## config.mk

```make
export PLATFORM = sky130hd
export DESIGN_NAME = serial_crc_unit
export DESIGN_NICKNAME = d
export VERILOG_FILES = /design/src/rtl/crc_unit_pkg.sv /design/src/rtl/crc_shift_dp.sv /design/src/rtl/crc_seq_ctrl.sv /design/src/rtl/serial_crc_unit.sv
export SDC_FILE = /design/constraint.sdc
export NUM_CORES = 1
export LEC_CHECK = 0
export BUFFER_PORTS_ARGS = -buffer_cell sky130_fd_sc_hd__buf_2
export CAP_MARGIN = 20
export CORE_MARGIN = 1
export CORE_UTILIZATION = 35
export CTS_CLUSTER_SIZE = 14
export DETAILED_ROUTE_END_ITERATION = 7
export GPL_ROUTABILITY_DRIVEN = 0
export HOLD_SLACK_MARGIN = 0.06
export SLEW_MARGIN = 20
export SYNTH_ARGS = -nofsm -noshare
export SYNTH_HDL_FRONTEND = slang
export SYNTH_HIERARCHICAL = 1
export SYNTH_SLANG_ARGS = --single-unit
```

## constraint.sdc

```tcl
create_clock -name clk -period 2.1 [get_ports clk]
set_input_delay 0 -clock clk [delete_from_list [all_inputs] [get_ports clk]]
set_output_delay 0 -clock clk [all_outputs]
set_load 0.05 [all_outputs]
```

## src/rtl/crc_unit_pkg.sv

```systemverilog
`timescale 1ns/1ps
package crc_unit_pkg;

  typedef enum logic [1:0] {
    ST_IDLE,
    ST_ACCEPT,
    ST_SHIFT,
    ST_DONE
  } crcState_t;

  // Strobes from the sequencer to the shift register
  typedef struct packed {
    logic clear;
    logic shiftIn;
    logic shiftOut;
    logic narrow;
  } crcStrobe_t;

endpackage

```

## src/rtl/crc_shift_dp.sv

```systemverilog
`timescale 1ns/1ps
module crc_shift_dp
  import crc_unit_pkg::*;
#(
  parameter int unsigned WIDE_DEG = 16,
  parameter int unsigned NARROW_DEG = 5,
  parameter logic [WIDE_DEG-1:0] WIDE_POLY = 16'h8005,
  parameter logic [NARROW_DEG-1:0] NARROW_POLY = 5'h05
) (
  input  logic       clk,
  input  logic       rstN,
  input  crcStrobe_t strobe,
  input  logic       bitIn,
  output logic       msbOut,
  output logic       nonZero
);

  localparam logic [WIDE_DEG-1:0] NARROW_MASK = WIDE_DEG'((1 << NARROW_DEG) - 1);
  localparam logic [WIDE_DEG-1:0] NARROW_TAPS = WIDE_DEG'(NARROW_POLY);

  logic [WIDE_DEG-1:0] crcQ, crcD;
  logic [WIDE_DEG-1:0] mask, taps, shifted;
  logic                msb, feedback;

  always_comb begin
    msb      = strobe.narrow ? crcQ[NARROW_DEG-1] : crcQ[WIDE_DEG-1];
    mask     = strobe.narrow ? NARROW_MASK : '1;
    taps     = strobe.narrow ? NARROW_TAPS : WIDE_POLY;
    feedback = bitIn ^ msb;
    shifted  = {crcQ[WIDE_DEG-2:0], 1'b0};
    crcD     = crcQ;
    if (strobe.clear) begin
      crcD = '0;
    end else if (strobe.shiftIn) begin
      crcD = (shifted ^ (feedback ? taps : '0)) & mask;
    end else if (strobe.shiftOut) begin
      crcD = shifted & mask;
    end
  end

  always_ff @(posedge clk) begin
    if (!rstN) crcQ <= '0;
    else       crcQ <= crcD;
  end

  assign msbOut  = msb;
  // whole register: any leak into the upper bits shows as an error
  assign nonZero = |crcQ;

endmodule

```

## src/rtl/crc_seq_ctrl.sv

```systemverilog
`timescale 1ns/1ps
module crc_seq_ctrl
  import crc_unit_pkg::*;
#(
  parameter int unsigned WIDE_DEG = 16,
  parameter int unsigned NARROW_DEG = 5
) (
  input  logic       clk,
  input  logic       rstN,
  input  logic       startIn,
  input  logic       polySel,
  input  logic       checkMode,
  input  logic       bitValid,
  input  logic       msgEnd,
  output crcStrobe_t strobe,
  output logic       busy,
  output logic       done,
  output logic       outValid
);

  localparam int unsigned CNT_W = $clog2(WIDE_DEG + 1);

  crcState_t        stateQ;
  logic             narrowQ, checkQ;
  logic [CNT_W-1:0] cntQ;

  always_ff @(posedge clk) begin
    if (!rstN) begin
      stateQ  <= ST_IDLE;
      narrowQ <= 1'b0;
      checkQ  <= 1'b0;
      cntQ    <= '0;
    end else if (startIn) begin
      stateQ  <= ST_ACCEPT;
      narrowQ <= polySel;
      checkQ  <= checkMode;
      cntQ    <= '0;
    end else begin
      unique case (stateQ)
        ST_ACCEPT: begin
          if (msgEnd) begin
            if (checkQ) begin
              stateQ <= ST_DONE;
            end else begin
              stateQ <= ST_SHIFT;
              cntQ   <= narrowQ ? CNT_W'(NARROW_DEG) : CNT_W'(WIDE_DEG);
            end
          end
        end
        ST_SHIFT: begin
          cntQ <= cntQ - 1'b1;
          if (cntQ == CNT_W'(1)) stateQ <= ST_DONE;
        end
        default: ;
      endcase
    end
  end

  always_comb begin
    strobe.clear    = startIn;
    strobe.shiftIn  = (stateQ == ST_ACCEPT) && bitValid && !startIn;
    strobe.shiftOut = (stateQ == ST_SHIFT) && !startIn;
    strobe.narrow   = narrowQ;
  end

  assign busy     = (stateQ == ST_ACCEPT) || (stateQ == ST_SHIFT);
  assign done     = (stateQ == ST_DONE);
  assign outValid = (stateQ == ST_SHIFT);

endmodule

```

## src/rtl/serial_crc_unit.sv

```systemverilog
`timescale 1ns/1ps
module serial_crc_unit
  import crc_unit_pkg::*;
#(
  parameter int unsigned WIDE_DEG = 16,
  parameter int unsigned NARROW_DEG = 5,
  parameter logic [WIDE_DEG-1:0] WIDE_POLY = 16'h8005,
  parameter logic [NARROW_DEG-1:0] NARROW_POLY = 5'h05
) (
  input  logic clk,
  input  logic rstN,
  input  logic startIn,
  input  logic polySel,
  input  logic checkMode,
  input  logic bitValid,
  input  logic bitIn,
  input  logic msgEnd,
  output logic outValid,
  output logic outBit,
  output logic busy,
  output logic done,
  output logic crcErr
);

  crcStrobe_t strobe;
  logic       msbOut, nonZero;

  crc_seq_ctrl #(
    .WIDE_DEG  (WIDE_DEG),
    .NARROW_DEG(NARROW_DEG)
  ) u_ctrl (
    .clk      (clk),
    .rstN     (rstN),
    .startIn  (startIn),
    .polySel  (polySel),
    .checkMode(checkMode),
    .bitValid (bitValid),
    .msgEnd   (msgEnd),
    .strobe   (strobe),
    .busy     (busy),
    .done     (done),
    .outValid (outValid)
  );

  crc_shift_dp #(
    .WIDE_DEG   (WIDE_DEG),
    .NARROW_DEG (NARROW_DEG),
    .WIDE_POLY  (WIDE_POLY),
    .NARROW_POLY(NARROW_POLY)
  ) u_dp (
    .clk    (clk),
    .rstN   (rstN),
    .strobe (strobe),
    .bitIn  (bitIn),
    .msbOut (msbOut),
    .nonZero(nonZero)
  );

  assign outBit = msbOut;
  assign crcErr = nonZero;

endmodule

```

== After elaboration in Yosys (flattened, before gate mapping) ==
Cells that the tools add are included.
Operators by class
  $mul: 0
  reductions and logical operators: 13
  bitwise operators: 5
  muxes and demuxes: 15
  add/subtract/negate cells: 1
  eq/ne operators: 9
  divide/modulo/power cells: 0
  shift operators: 0
  $lt $le $gt $ge: 0
Operator list (number)
  $mux 16: 5
  $and 16x16->16: 2
  $reduce_or 16->1: 1
  $xor 16x16->16: 1
  $mux 5: 3
  $pmux 5 s2: 1
  $reduce_and 3->1: 3
  $eq 5x1->1 const B: 1
  $sub 5x1->5 const B: 1
  $eq 2x2->1 const B: 2
  $mux 2: 2
  $ne 2x2->1 const B: 2
  $pmux 2 s2: 1
  $reduce_bool 2->1: 2
  $logic_and 1x1->1: 3
  $mux 1: 3
  $ne 3x2->1 const B: 1
  $ne 3x3->1 const B: 1
  $reduce_bool 3->1: 1
  $eq 2x1->1 const B: 1
  $ne 2x1->1 const B: 1
  $reduce_or 2->1: 1
  $logic_not 1->1: 1
  $logic_or 1x1->1: 1
  2 further kinds: 2
Storage, ports and cells
  bits in latches: 0
  ROM bits: 0
  word-level logic and storage cells: 49
  bits of input ports: 8
  output and inout bits: 5
  RAM bits: 0
  flip-flop bits (word level): 25
  memories: 0

== Depth between registers and ports, before layout ==
  depth after elaboration: 6
  gate-level depth with buffers: 11
  mapped depth without buffers: 8

== By module ==
The synthesis kept the hierarchy.
Modules (own cells, without submodules)
  crc_shift_dp: sequential area each 320.3 µm², cells an instance 87, instances 1, area each 720.7 µm²
  crc_seq_ctrl: sequential area each 180.2 µm², cells an instance 74, instances 1, area each 646.9 µm²

== Least setup slack after synthesis ==
OpenSTA, ideal clock, no wires.
  path type: reg2reg
  start: register u_ctrl.stateQ[0]
  end: register u_dp.crcQ[15]
  path buffers: 3
  slack: 246 ps
  required time: 2013 ps
  stages on the path, launching flop included: 12
  setup time: 87 ps
  clock period less this slack: 1854 ps
  arrival time: 1767 ps
  cell sequence: dfxtp_1 > inv_1 > ha_1 > buf_2 > inv_1 > nor2_1 > or2_2 > clkbuf_1 > buf_2 > nor2_1 > nand2_1 > o31ai_1
RTL lines
  start: declaration: line crc_seq_ctrl.sv:23  | crcState_t stateQ;
  start signal: assignment: line crc_seq_ctrl.sv:29  | stateQ <= ST_IDLE;
  start signal: assignment: line crc_seq_ctrl.sv:34  | stateQ <= ST_ACCEPT;
  start signal: assignment: line crc_seq_ctrl.sv:43  | stateQ <= ST_DONE;
  end signal: assignment: line crc_shift_dp.sv:43  | else crcQ <= crcD;
  end: declaration: line crc_shift_dp.sv:21  | logic [WIDE_DEG-1:0] crcQ, crcD;

==> impl_metrics.toml <==
[clock_network]
cts_tree = "yes"
cts_hold_buf = 5
clkTransAtPathRegs_ps = 90
insertion_delay_ps = 270
htreeDepth = 1
cts-root-buf = "clkbuf_8"
cts_setup_buffers = 0
cts_buffers = 3
cts_resized = 0
cts_sinks = 25
clockBufferDepth = 2

[route]
dr.pass1.iters = 4
avgViaCountPerCell = 5.21
wl_mm = 2.76
drt-initial-drc-count = 91
vias = 1162
ant_nets = 0
routedWlPerCell_um = 12.4
remaining_drc_errors = 0

[global_routing]
antenna_found_initial = 0
grt_use_met2 = 0.241
met3_usage = 0.0229
grt.busiest_layer = "met2"
use_met1 = 0.183
grtUsageTotal = 0.144
grt_pass1_vias = 1149
grt_max_degree = 18
overflow = 0
grt_pass1_wl_mm = 4.86

[power_and_ir_drop]
total_power_mw = 0.918
peakVddDrop_v = 0.000207
p_leak_nw = 0.575
powerDensity_nw_per_um2 = 589

[yosys]
ys_types = 42
netlist_area_um2 = 1370
synth_fp_nets = 175
synth_ff_type = "dfxtp_1"
postSynthCellCount = 161
ys_async_sr_fraction = 0
ys_seq_area_frac = 0.366
synth_edf_count = 0
yosysWarnings = 6
syn_avg_cell_area_um2 = 8.49
ys_ff_latch = 25

[critical_path]
critical_path_buf_inv_count = 2
crit_slowest_cell = "or2_2"
cp_cell_sequence = "inv_1, ha_1, inv_1, nor2_1, or2_2, nor2_1, a211oi_2"
path_delay_family = "simple AND/OR/NAND/NOR gates"
crit_path_max_incr_delay_ps = 420
cp_max_fo = 16
crit_path_end_kind = "flip-flop"
setup.worst_path.start_class = "flip-flop"
cp.required_ps = 2230
crit_type = "reg2reg"
critPathArrivalTime_ps = 2010

[placement]
dpl-instance-area_um2 = 1460
place_hpwl_mm = 2.00
port_buffers = 12
pre_cts_ws_ps = 234

[min_path]
hold_path.class = "in2reg"

[layout]
multi_input_area_um2 = 793
drive_gt1_frac = 0.166
final_cell_mix = "nand2_1, dfxtp_1, a21oi_1"
final_nets = 190
areaGrowthSynthToFinish_pct = 14.0
ff_latch_area_um2 = 500
diodes = 0
stdcell_area_um2 = 1560
fillers = 395

[run]
drv_cap = 0

[timing]
fin_ws_ps = 225
tightest_slew_ps = 622
final.setup.tns_ps = 0
timing.fmax_mhz = 533
finalMaxSlewViolations = 0
whs_ps = 150
rsz0062_at_grt = "false"
fin_worst_skew_ps = 2.55
hold_viol = 0
fin_crit_sh = 0.893
setup_viol_count_final = 0
finalCriticalPeriod_ps = 1880
slew-limit-headroom = 0.580

[die]
io_pins = 13
die_w_um = 64.5
num_rows = 22
initial_core_util = 0.368
core_um2 = 3720
die_area_um2 = 4160
die_y_um = 64.5

[outcome]
status = "completed"
worst min-delay path, cell delays in order:
cell,delay (ps)
buf_2,120
nand2_1,50
mux2_4,150
a21oi_1,50
final timing paths:
path	from	depth (start not counted)	to	slack [ps]
max	u_ctrl/stateQ[0]	7	u_dp/crcQ[2]	220
min	bitIn	4	u_dp/crcQ[0]	150
max reg2reg	u_ctrl/stateQ[0]	7	u_dp/crcQ[2]	220
min reg2reg	u_dp/crcQ[11]	2	u_dp/crcQ[11]	480
Yosys cell counts, drive strengths merged, types with 3 or more instances:
cell | number | area [µm²]
inv | 7 | 26.3
nand2 | 25 | 93.8
a21oi | 17 | 85.1
clkbuf | 5 | 18.8
ha | 6 | 75.1
nand3b | 11 | 95.1
buf | 5 | 28.8
dfxtp | 25 | 500
nor2 | 7 | 26.3
mux2 | 3 | 41.3
nor2b | 7 | 43.8
nand2b | 4 | 25.0
nor4 | 5 | 31.3
sequential cells by signal, indices dropped and copies added, names as in the netlist:
name / flops
u_ctrl/cntQ: 5
u_ctrl/checkQ: 1
u_ctrl/stateQ: 2
u_dp/crcQ: 16
u_ctrl/narrowQ: 1
logic make-up after synthesis:
kind of cell               count (synthesis)  share of synthesized area
and+or+nand+nor                           71                      0.295
buffers and inverters                     17                     0.0540
AOI/OAI and AO/OA                         35                      0.173
DFF                                       25                      0.366
adders and majority gates                  6                     0.0549
muxes                                      5                     0.0448
xor gates and xnor gates                   2                     0.0128
power breakdown:
part / total [mW] / internal (mW) / switching, mW
Sequential: 0.490 / 0.481 / 0.00848
Clock: 0.284 / 0.133 / 0.151
Combinational: 0.143 / 0.0579 / 0.0855
layout make-up:
| cell class | instances | share of cell area |
|---|---|---|
| multi-input cells | 119 | 0.509 |
| flip-flops and latches | 25 | 0.321 |
| repair buffers | 20 | 0.0851 |
| well taps | 48 | 0.0385 |
| clock buffers | 3 | 0.0265 |
| inverters | 7 | 0.0169 |
| clock inverters | 1 | 0.00321 |
layer usage:
layer  wire length [µm]  share of wire
met1               1340           0.49
met2               1260           0.46
met5                  0              0
met3                107          0.039
met4                 48          0.017
through the flow:
step	utilization	cells
2_1_floorplan	-	161
3_3_place_gp	0.394	214
3_5_place_dp	0.394	214
4_1_cts	0.420	223
5_1_grt	0.420	223
6_report	0.420	223
Power figures use the tool's default switching activity.
